$ cat config.mk
export PLATFORM = sky130hd
export DESIGN_NAME = irqFlagUnit
export DESIGN_NICKNAME = d
export VERILOG_FILES = /design/src/rtl/irqFlagPkg.sv /design/src/rtl/irqFlagBusCtrl.sv /design/src/rtl/irqFlagCell.sv /design/src/rtl/irqFlagDatapath.sv /design/src/rtl/irqFlagUnit.sv
export SDC_FILE = /design/constraint.sdc
export NUM_CORES = 1
export LEC_CHECK = 0
export ABC_AREA = 1
export BUFFER_PORTS_ARGS = -buffer_cell sky130_fd_sc_hd__buf_2
export CAP_MARGIN = 20
export CORE_MARGIN = 2
export CORE_UTILIZATION = 40
export DETAILED_ROUTE_END_ITERATION = 8
export GPL_TIMING_DRIVEN = 0
export HOLD_SLACK_MARGIN = 0.12
export PLACE_DENSITY = 0.75
export RECOVER_POWER = 50
export SYNTH_ARGS = -nofsm -noshare
export SYNTH_HDL_FRONTEND = slang
export SYNTH_SLANG_ARGS = --single-unit
$ cat constraint.sdc
create_clock -name clk -period 1.9 [get_ports clk]
set_input_delay 0.095 -clock clk [delete_from_list [all_inputs] [get_ports clk]]
set_output_delay 0.095 -clock clk [all_outputs]
set_load 0.01 [all_outputs]
$ cat src/rtl/irqFlagPkg.sv
package irqFlagPkg;
  localparam int ADDR_W = 2;
  localparam logic [ADDR_W-1:0] ADDR_STATUS = 2'd0;
  localparam logic [ADDR_W-1:0] ADDR_CTRL   = 2'd1;
  localparam logic [ADDR_W-1:0] ADDR_DATA   = 2'd2;

  typedef enum logic [1:0] {SEL_NONE, SEL_STATUS, SEL_CTRL, SEL_DATA} rdSel_e;

  typedef struct packed {
    logic   statusRd;
    logic   statusWr;
    logic   ctrlWr;
    logic   dataWr;
    logic   dataAccess;
    rdSel_e rdSel;
  } regStrobe_t;
endpackage

$ cat src/rtl/irqFlagBusCtrl.sv
module irqFlagBusCtrl
  import irqFlagPkg::*;
(
  input  logic              busRd,
  input  logic              busWr,
  input  logic [ADDR_W-1:0] busAddr,
  output regStrobe_t        strobe
);
  always_comb begin
    strobe = '0;
    strobe.rdSel = SEL_NONE;
    unique case (busAddr)
      ADDR_STATUS: begin
        strobe.statusRd = busRd;
        strobe.statusWr = busWr;
        if (busRd) strobe.rdSel = SEL_STATUS;
      end
      ADDR_CTRL: begin
        strobe.ctrlWr = busWr;
        if (busRd) strobe.rdSel = SEL_CTRL;
      end
      ADDR_DATA: begin
        strobe.dataWr     = busWr;
        strobe.dataAccess = busRd | busWr;
        if (busRd) strobe.rdSel = SEL_DATA;
      end
      default: strobe.rdSel = SEL_NONE;
    endcase
  end
endmodule

$ cat src/rtl/irqFlagCell.sv
module irqFlagCell (
  input  logic clk,
  input  logic rstN,
  input  logic hwSet,
  input  logic swWrite,
  input  logic swBit,
  input  logic statusRead,
  input  logic dataAccess,
  output logic flag,
  output logic armed
);
  logic flagNext;
  logic armedNext;

  always_comb begin
    flagNext = flag;
    if (swWrite && !swBit) flagNext = 1'b0;
    if (dataAccess && armed) flagNext = 1'b0;
    if (hwSet) flagNext = 1'b1;
  end

  always_comb begin
    armedNext = armed;
    if (dataAccess) armedNext = 1'b0;
    else if (statusRead) armedNext = flag;
  end

  always_ff @(posedge clk or negedge rstN) begin
    if (!rstN) begin
      flag  <= 1'b0;
      armed <= 1'b0;
    end else begin
      flag  <= flagNext;
      armed <= armedNext;
    end
  end

  p_event_wins_r9: assert property (@(posedge clk) disable iff (!rstN)
    hwSet |=> flag);
  p_write_one_r5: assert property (@(posedge clk) disable iff (!rstN)
    (swWrite && swBit && !dataAccess && !hwSet) |=> (flag == $past(flag)));
  p_write_zero_r5: assert property (@(posedge clk) disable iff (!rstN)
    (swWrite && !swBit && !hwSet) |=> !flag);
  p_seq_clear_r6: assert property (@(posedge clk) disable iff (!rstN)
    (dataAccess && armed && !hwSet) |=> !flag);
  p_disarm_r10: assert property (@(posedge clk) disable iff (!rstN)
    dataAccess |=> !armed);
  p_no_arm_clear_r7: assert property (@(posedge clk) disable iff (!rstN)
    (statusRead && !flag && !dataAccess) |=> !armed);
endmodule

$ cat src/rtl/irqFlagDatapath.sv
module irqFlagDatapath
  import irqFlagPkg::*;
#(
  parameter int FLAG_W = 4,
  parameter int DATA_W = 8
) (
  input  logic              clk,
  input  logic              rstN,
  input  regStrobe_t        strobe,
  input  logic [DATA_W-1:0] wdata,
  input  logic [FLAG_W-1:0] hwEvent,
  input  logic              globalMask,
  output logic [DATA_W-1:0] rdata,
  output logic              irq
);
  logic [FLAG_W-1:0] flags;
  logic [FLAG_W-1:0] armedVec;
  logic [FLAG_W-1:0] enReg;
  logic [DATA_W-1:0] dataReg;

  for (genvar i = 0; i < FLAG_W; i++) begin : gCell
    irqFlagCell uCell (
      .clk        (clk),
      .rstN       (rstN),
      .hwSet      (hwEvent[i]),
      .swWrite    (strobe.statusWr),
      .swBit      (wdata[i]),
      .statusRead (strobe.statusRd),
      .dataAccess (strobe.dataAccess),
      .flag       (flags[i]),
      .armed      (armedVec[i])
    );
  end

  always_ff @(posedge clk or negedge rstN) begin
    if (!rstN) begin
      enReg   <= '0;
      dataReg <= '0;
    end else begin
      if (strobe.ctrlWr) enReg <= wdata[FLAG_W-1:0];
      if (strobe.dataWr) dataReg <= wdata;
    end
  end

  always_comb begin
    rdata = '0;
    unique case (strobe.rdSel)
      SEL_STATUS: rdata[FLAG_W-1:0] = flags;
      SEL_CTRL:   rdata[FLAG_W-1:0] = enReg;
      SEL_DATA:   rdata = dataReg;
      default:    rdata = '0;
    endcase
  end

  assign irq = (|(flags & enReg)) & ~globalMask;

  p_mask_blocks_r3: assert property (@(posedge clk) disable iff (!rstN)
    globalMask |-> !irq);
  p_pending_kept_r4: assert property (@(posedge clk) disable iff (!rstN)
    (globalMask && (flags != '0) && (strobe.statusWr == 1'b0) && !strobe.dataAccess)
      |=> ((flags & $past(flags)) == $past(flags)));
endmodule

$ cat src/rtl/irqFlagUnit.sv
module irqFlagUnit
  import irqFlagPkg::*;
#(
  parameter int FLAG_W = 4,
  parameter int DATA_W = 8
) (
  input  logic              clk,
  input  logic              rstN,
  input  logic              busRd,
  input  logic              busWr,
  input  logic [ADDR_W-1:0] busAddr,
  input  logic [DATA_W-1:0] busWdata,
  output logic [DATA_W-1:0] busRdata,
  input  logic [FLAG_W-1:0] hwEvent,
  input  logic              globalMask,
  output logic              irq
);
  regStrobe_t strobe;

  irqFlagBusCtrl uCtrl (
    .busRd   (busRd),
    .busWr   (busWr),
    .busAddr (busAddr),
    .strobe  (strobe)
  );

  irqFlagDatapath #(.FLAG_W(FLAG_W), .DATA_W(DATA_W)) uDp (
    .clk        (clk),
    .rstN       (rstN),
    .strobe     (strobe),
    .wdata      (busWdata),
    .hwEvent    (hwEvent),
    .globalMask (globalMask),
    .rdata      (busRdata),
    .irq        (irq)
  );

  p_idle_read_zero_r1: assert property (@(posedge clk) disable iff (!rstN)
    !busRd |-> (busRdata == '0));
endmodule

==> results of run 1 <==
==> kinds of logic after synthesis <==
logic type             after synthesis  synth area share
buffers and inverters               19            0.0791
AOI/OAI and AO/OA                   12            0.0903
and+or+nand+nor                     74             0.329
DFF                                 20             0.502
==> report_power, final <==
| group | internal [mW] | leakage [nW] | switching [mW] |
|---|---|---|---|
| Clock | 0.0739 | 0.0138 | 0.117 |
| Sequential | 0.484 | 0.231 | 0.0345 |
| Combinational | 0.0914 | 0.474 | 0.112 |
==> flip-flops by register name (all words and copies together), names as in the netlist <==
signal / flops
uDp.gCell.uCell.flag: 4
uDp.gCell.uCell.armed: 4
uDp.enReg: 4
uDp.dataReg: 8
==> synth_stat cells <==
master   count  area [um2]
nand2_1     35         131
nand4_1      2        12.5
nand2_2      1        6.26
inv_1       16        60.1
nor2_1      12        45.0
buf_6        1        11.3
a21oi_2      4        35.0
nor3_1       1        5.00
inv_2        2        7.51
o21ai_0      4        20.0
nand2_4      1        11.3
nand3_1     21         105
o21ai_2      4        35.0
nor2_4       1        11.3
dfrtp_1     20         500
==> final timing paths <==
kind,startpoint,endpoint,slack [ns]
setup / recovery,uDp.gCell[2].uCell.flag,irq,0.70
hold reg to reg,uDp.dataReg[0],uDp.dataReg[0],0.49
min in group asynchronous,rstN,uDp.gCell[0].uCell.armed,0.51
hold / removal,busRd,uDp.gCell[0].uCell.armed,0.18
setup reg to reg,uDp.gCell[3].uCell.armed,uDp.gCell[3].uCell.flag,1.21
max in group asynchronous,rstN,uDp.dataReg[7],0.75
==> area by class of cell <==
class	instances	area, um2
Inverter	18	67.6
Fill cell	217	1100
Buffer	1	11.3
Clock buffer	3	22.5
Timing Repair Buffer	40	264
Multi-Input combinational cell	86	410
Sequential cell	20	500
Tap cell	30	37.5
==> worst register-to-register path: stages, from the launching register on <==
cell and delay (ns):
dfrtp_1 0.36, nand3_1 0.09, nand3_1 0.09, nand2_1 0.05
==> through the flow <==
stage / setup WS (ns) / utilization / std cells
floorplan: 1.10 / - / 125
global placement: 0.726 / 0.485 / 182
detailed placement: 0.725 / 0.485 / 182
CTS: 0.686 / 0.549 / 198
global route: 0.553 / 0.545 / 198
finish: 0.704 / 0.545 / 198
==> metal layers <==
layer	global-route usage	vias up
li1	-	489
met1	0.241	425
met2	0.285	24
met3	0.0306	5
met4	0.0897	0
met5	0	-
==> timing repair <==
item,CTS,global route
endpoints found under the hold margin,33,0
hold buffers,13,0
setup endpoints to repair,0,0
==> run metrics, run 1 <==
initial antenna violation count=0; status=finished, final reports clean; Synth Net Count=144; Top Metal Used=met4; via count=943; num rows=18; First DRT Iteration DRCs=26; Hold Crit Class=primary input to flop; library cells used by synthesis=15; die height=53.9 um; setup violators final=0; PnR Total Power=913 uW; CP arrival=1.10 ns; gr usage total=0.181; WHS Path Cells=4; power density cells=695 mW/mm2; Top delay family on crit path=flip-flops; CTS Buf Count=3; global-route wire length before repair=3690 um; post-route ant nets=0; grt ovf=0; most frequent cells in the layout=nand2_1 (35), buf_2 (26), nand3_1 (21), dfrtp_1 (20), inv_1 (16); Clock Skew=0.000759 ns; # DRC=0; FMAX=0.836 GHz; post-route setup TNS=0 ns; WS Path Type=flop to output port; Final Hold Viols=0; Max-Cap Viols=0; # port buffers=27; Inserted Diodes=0; DP Wirelength=1650 um; Ports=28; commonest non-fill, non-tap cell in the layout=nand2_1; routed wl met2=1030 um; IR drop worst, VDD=504 uV; slowest CP cell=dfrtp_1; First-pass DRT Iterations=5; global placer's final weighted congestion=0.869; WP depth=5; Core Footprint=0.00241 mm2; chip width=53.9 um; Met3 Routed Length=120 um; H-tree depth=1; Worst slew margin=0.282; largest net degree at the start of global routing=21; Critical path buffers and inverters=1; final wirelength=2230 um; worst path cell trace=nand2_1 > nand2_1 > nor2_1 > nor2_1 > buf_2; cell count after synthesis=125; # resized after CTS=0; worst reg-to-reg path cell count=3; # nets final=189; minimum clock period=1.20 ns; largest stage delay on the critical path=0.41 ns; DP Area=0.00117 mm2; leak pwr=0.719 nW; Synth Register Bits=20; RSZ-0062 raised after global routing=no; Synth Area per Inst=7.98 um2; critical path endpoint category=output port; worst skew pair latency=0.29 ns; clock transition at the registers of the reported paths=0.10 ns; Worst Path Required=1.80 ns; sequential area share after synthesis=0.502; Root Buffer=clkbuf_4; clk sinks=20; ratio of cells with drive above 1 in the final layout=0.244; DIE AREA=0.00291 mm2; M1 WL=1030 um; Final Slew Violations=0; post-CTS setup buffer count=0; CTS max path bufs=2; CTS tree=done; Warnings, synthesis=0; WL per Instance=11.2 um; crit share post-route=0.630; initial core utilization=0.414; CP Max Fanout=3; Avg Vias per Cell=4.76; design area=0.00131 mm2; Synth Cell Area=997 um2; worst slew pin tran=1.08 ns; area delta synth->final=31.7%; Setup crit start kind=flop; vias in the first global route=872; Final Hold Slack=0.178 ns
(Power assumes the default switching activity.)
==> inputs of run 2 (changes only) <==
- clock period: 1.9 -> 1.15 ns (I/O delays scaled with it)
==> run metrics, run 2 (synthesized netlist as in run 1, its figures left out) <==
status=finished with violations; failing checks=setup timing; Biggest register=uDp.dataReg; Final Slew Violations=0 (unchanged); switch share=0.292 (+0.00231); Psw=454 uW (+72%); PnR Total Power=1.56 mW (+71%); Setup crit start kind=flop; critical path endpoint category=output port; Final Hold Viols=0 (unchanged); CP arrival=1.11 ns (about the same); initial antenna violation count=0 (unchanged); vias in the first global route=878 (+0.69%); leak pwr=0.749 nW (+4.1%); Inserted Diodes=0 (unchanged); RSZ-0062 raised after global routing=yes; Logic pwr share=0.248 (+0.025); Hold Crit Class=primary input to flop; clk sinks=20 (unchanged); IR drop worst, VDD=836 uV (+66%); die height=53.9 um (unchanged); grt ovf=0 (unchanged); worst slew pin tran=0.489 ns (-0.588 ns); FMAX=0.855 GHz; Worst Path Required=1.09 ns (-0.71 ns); CTS max path bufs=2 (unchanged); final wirelength=2350 um (+5.4%); Avg Vias per Cell=4.83 (+1.4%); Root Buffer=clkbuf_4; chip width=53.9 um (unchanged); DP Wirelength=1650 um (unchanged); largest net degree at the start of global routing=21 (unchanged); part of the power in registers=0.549 (-0.018); DIE AREA=0.00291 mm2 (unchanged); Core Footprint=0.00241 mm2 (unchanged); WL per Instance=11.7 um (+3.9%); setup violators final=2 (+2); Max-Cap Viols=0 (unchanged); # DRC=0 (unchanged); global-route wire length before repair=3720 um (+0.76%); area delta synth->final=37.1%; pre-CTS WS=0.0504 ns (-0.675 ns); gr usage total=0.182 (+0.00118); WHS Path Cells=4 (unchanged); Clock Skew=0.000753 ns (-0.00000605 ns); minimum clock period=1.17 ns; R2R setup slack=0.25 ns (-0.96 ns); via count=971 (+3.0%); worst reg-to-reg path cell count=4 (+1); max reg flops=8 (unchanged); most frequent cells in the layout=nand2_1 (34), buf_2 (25), nand3_1 (20), dfrtp_1 (20), inv_1 (16); global placer's final weighted congestion=0.869 (unchanged); H-tree depth=1 (unchanged); First DRT Iteration DRCs=31 (+19%); First-pass DRT Iterations=4 (-1); CTS Buf Count=3 (unchanged); clock transition at the registers of the reported paths=0.10 ns (about the same); post-route setup TNS=-0.0230 ns (-0.0230 ns); crit share post-route=1.02; power density cells=1140 mW/mm2 (+64%); CTS tree=done; ratio of cells with drive above 1 in the final layout=0.298 (+0.0542); # port buffers=27 (unchanged); CP Max Fanout=3 (unchanged); WS Path Type=flop to output port; Internal=1.10 mW (+70%); Setup WS post-layout=-0.0196 ns (-0.723 ns); commonest non-fill, non-tap cell in the layout=nand2_1; Ports=28 (unchanged); num rows=18 (unchanged); Worst slew margin=0.674 (+0.392); Clock power frac=0.203 (-0.006); post-route ant nets=0 (unchanged); initial core utilization=0.414 (unchanged); # nets final=192 (+1.6%); Filler cells=221 (+1.8%); worst skew pair latency=0.29 ns (about the same)
-- run 2: cell count changes in the layout (fill, tap and decap cells not counted), sizes merged --
cell  change
buf       +3
-- run 2: final cells by class --
| type | instances | area [um2] | share of cell area |
|---|---|---|---|
| sequential | 20 | 500 | 0.366 |
| multi-input combinational | 86 | 430 | 0.315 |
| timing repair buffer | 43 | 298 | 0.218 |
| inverter | 18 | 67.6 | 0.0494 |
| tap | 30 | 37.5 | 0.0274 |
| clock buffer | 3 | 22.5 | 0.0165 |
| buffer | 1 | 11.3 | 0.00823 |
-- run 2: metrics by stage --
step | cell area [um2] | hold slack (ns) | util | instances
after floorplan | 997 | -0.238 | - | 125
after global placement | 1170 | 0.0208 | 0.485 | 182
after detailed placement | 1170 | 0.0259 | 0.485 | 182
after CTS | 1320 | 0.135 | 0.549 | 198
after global routing | 1370 | 0.170 | 0.567 | 201
final | 1370 | 0.151 | 0.567 | 201
-- run 2: layer usage --
layer  share of wire  wire, um  GRT usage
met1            0.43      1020      0.244
met2            0.48      1130      0.285
met3           0.055       128     0.0306
met4           0.027        64     0.0897
met5               0         0          0
-- run 2: repair_timing --
action                     CTS  global route
hold endpoints to repair    36             0
hold buffers                13             0
cloned                       0             0
setup endpoints to repair    1             6
pin swaps                    2             5
setup buffers                0             3
resized for setup            0             6
-- run 2: power by group through the flow --
stage	Combinational, mW	Clock (mW)	Sequential (mW)
finish	0.386	0.317	0.856
global route	0.441	0.357	0.867
CTS	0.348	0.329	0.855
detailed placement	0.313	0	0.869
global placement	0.303	0	0.864
floorplan	0.203	0	0.852
-- run 2: worst paths after layout --
path / startpoint / end
setup / recovery: uDp.enReg[0] / irq
min in group asynchronous: rstN / uDp.gCell[0].uCell.armed
hold reg to reg: uDp.dataReg[0] / uDp.dataReg[0]
setup reg to reg: uDp.enReg[2] / uDp.enReg[2]
max in group asynchronous: rstN / uDp.enReg[0]
hold / removal: busRd / uDp.gCell[0].uCell.armed
-- run 2: worst max-delay path: stages, from the launching register on --
cell,delay (ns)
dfrtp_1,0.42
nand2_1,0.08
nand2_1,0.05
nor2_1,0.10
nor2_1,0.04
buf_2,0.13
==> inputs of run 3 (changes only) <==
- SETUP_SLACK_MARGIN: default -> 0.4
==> run metrics, run 3 (synthesized netlist as in run 1, its figures left out) <==
status=finished with violations; failing checks=setup timing; initial core utilization=0.414 (unchanged); Hold Crit Class=primary input to flop; IR drop worst, VDD=942 uV (+13%); fin util=0.624 (+0.0566); Final Slew Violations=0 (unchanged); worst path cell trace=nand2_1 > nand2_1 > nor2_1 > nor2_1 > buf_2; Top delay family on crit path=flip-flops; Avg Vias per Cell=4.84 (+0.18%); chip width=53.9 um (unchanged); WS Path Type=flop to output port; Filler cells=179 (-19%); die height=53.9 um (unchanged); # nets final=203 (+5.7%); worst slew pin tran=0.498 ns (+0.00896 ns); CTS Buf Count=3 (unchanged); num rows=18 (unchanged); fin cells=212 (+5.5%); slowest CP cell=dfrtp_1; CTS max path bufs=2 (unchanged); Ports=28 (unchanged); initial antenna violation count=0 (unchanged); Final Hold Slack=0.111 ns (-0.0401 ns); post-route ant nets=0 (unchanged); CTS tree=done; via count=1026 (+5.7%); max reg flops=8 (unchanged); PnR Total Power=1.67 mW (+7.2%); leak pwr=0.814 nW (+8.8%); WL per Instance=12.8 um (+9.8%); H-tree depth=1 (unchanged); vias in the first global route=972 (+11%); commonest non-fill, non-tap cell in the layout=nand2_1; Inserted Diodes=0 (unchanged); Max-Cap Viols=0 (unchanged); gr usage total=0.207 (+0.0248); Critical path buffers and inverters=1 (unchanged); Worst slew margin=0.668 (-0.00597); clock transition at the registers of the reported paths=0.10 ns (about the same); DIE AREA=0.00291 mm2 (unchanged); minimum clock period=1.21 ns (+0.0386 ns); most frequent cells in the layout=nand2_1 (33), buf_2 (26), dfrtp_1 (20), nand3_1 (18), dlygate4sd3_1 (11); Setup WS post-layout=-0.0582 ns (-0.0386 ns); Worst Path Required=1.09 ns (about the same); RSZ-0062 raised after global routing=yes; DP Wirelength=1650 um (unchanged); placed cell count=182 (unchanged); FMAX=0.828 GHz (-3.2%); largest stage delay on the critical path=0.41 ns (about the same); CP arrival=1.15 ns (+0.04 ns); # port buffers=27 (unchanged); worst skew pair latency=0.30 ns (about the same); setup violators final=2 (unchanged); CP Max Fanout=2 (-1); grt ovf=0 (unchanged); Root Buffer=clkbuf_4; power density cells=1110 mW/mm2 (-2.5%); ratio of cells with drive above 1 in the final layout=0.407 (+0.108); Clock Skew=0.000745 ns (-0.00000780 ns); global-route wire length before repair=4200 um (+13%); critical path endpoint category=output port; global placer's final weighted congestion=0.869 (unchanged); Biggest register=uDp.dataReg; Setup crit start kind=flop; area delta synth->final=50.8%; Final Hold Viols=0 (unchanged); crit share post-route=1.05 (+0.0336); post-route setup TNS=-0.0782 ns (-0.0552 ns); final wirelength=2720 um (+16%); largest net degree at the start of global routing=21 (unchanged); First-pass DRT Iterations=4 (unchanged); clk sinks=20 (unchanged); First DRT Iteration DRCs=28 (-9.7%); # DRC=0 (unchanged); Core Footprint=0.00241 mm2 (unchanged)
## run 3: cell count changes in the layout (fill, tap and decap cells not counted), sizes merged
cell          change
buf              +11
dlygate4sd3       -2
dlymetal6s4s      +2
## run 3: path summary, 6_finish.rpt
kind                       cells after the start                  endpoint                     from  slack [ns]
setup / recovery                               5                       irq             uDp.enReg[0]       -0.06
hold / removal                                 5   uDp.gCell[0].uCell.flag              busWdata[0]        0.11
setup reg to reg                               6  uDp.gCell[1].uCell.armed  uDp.gCell[1].uCell.flag        0.14
hold reg to reg                                2            uDp.dataReg[0]           uDp.dataReg[0]        0.50
max in group asynchronous                      2            uDp.dataReg[4]                     rstN        0.56
min in group asynchronous                      2   uDp.gCell[0].uCell.flag                     rstN        0.25
## run 3: cell type report
| class | count | area [um2] | share of cell area |
|---|---|---|---|
| plain buffers | 1 | 11.3 | 0.00749 |
| multi-input cells | 86 | 459 | 0.305 |
| inverters | 18 | 67.6 | 0.0449 |
| repair buffers | 54 | 405 | 0.270 |
| well taps | 30 | 37.5 | 0.0250 |
| flip-flops and latches | 20 | 500 | 0.333 |
| clock buffers | 3 | 22.5 | 0.0150 |
## run 3: per-layer routing
metal	wire length (um)	vias to the layer above	global-route usage
met4	70	0	0.0897
met3	116	7	0.0306
li1	-	516	-
met1	1150	476	0.266
met5	0	-	0
met2	1380	27	0.346
## run 3: worst register-to-register path, stage by stage, from the launching register on
cell	delay [ns]
dfrtp_1	0.39
nand2_1	0.10
buf_6	0.12
buf_6	0.10
buf_6	0.10
buf_6	0.10
nand2_1	0.04
## run 3: what timing repair did
| action | in CTS | in global routing |
|---|---|---|
| pin swaps | 12 | 8 |
| hold buffers | 13 | 0 |
| buffers inserted | 10 | 4 |
| endpoints found under the hold margin | 36 | 0 |
| resized for setup | 10 | 21 |
| setup endpoints to repair | 9 | 16 |
## run 3: stage by stage
step / cell area (um2) / setup slack (ns)
6_report: 1500 / -0.0582
5_1_grt: 1500 / -0.115
4_1_cts: 1410 / -0.0232
3_5_place_dp: 1170 / 0.0504
3_3_place_gp: 1170 / 0.0512
2_1_floorplan: 997 / 0.423
## run 3: report_power, final
| group | internal, mW | total (mW) | switching [mW] | leakage [nW] |
|---|---|---|---|---|
| registers | 0.799 | 0.863 | 0.0639 | 0.231 |
| clock network | 0.122 | 0.324 | 0.201 | 0.0138 |
| logic | 0.246 | 0.484 | 0.238 | 0.569 |
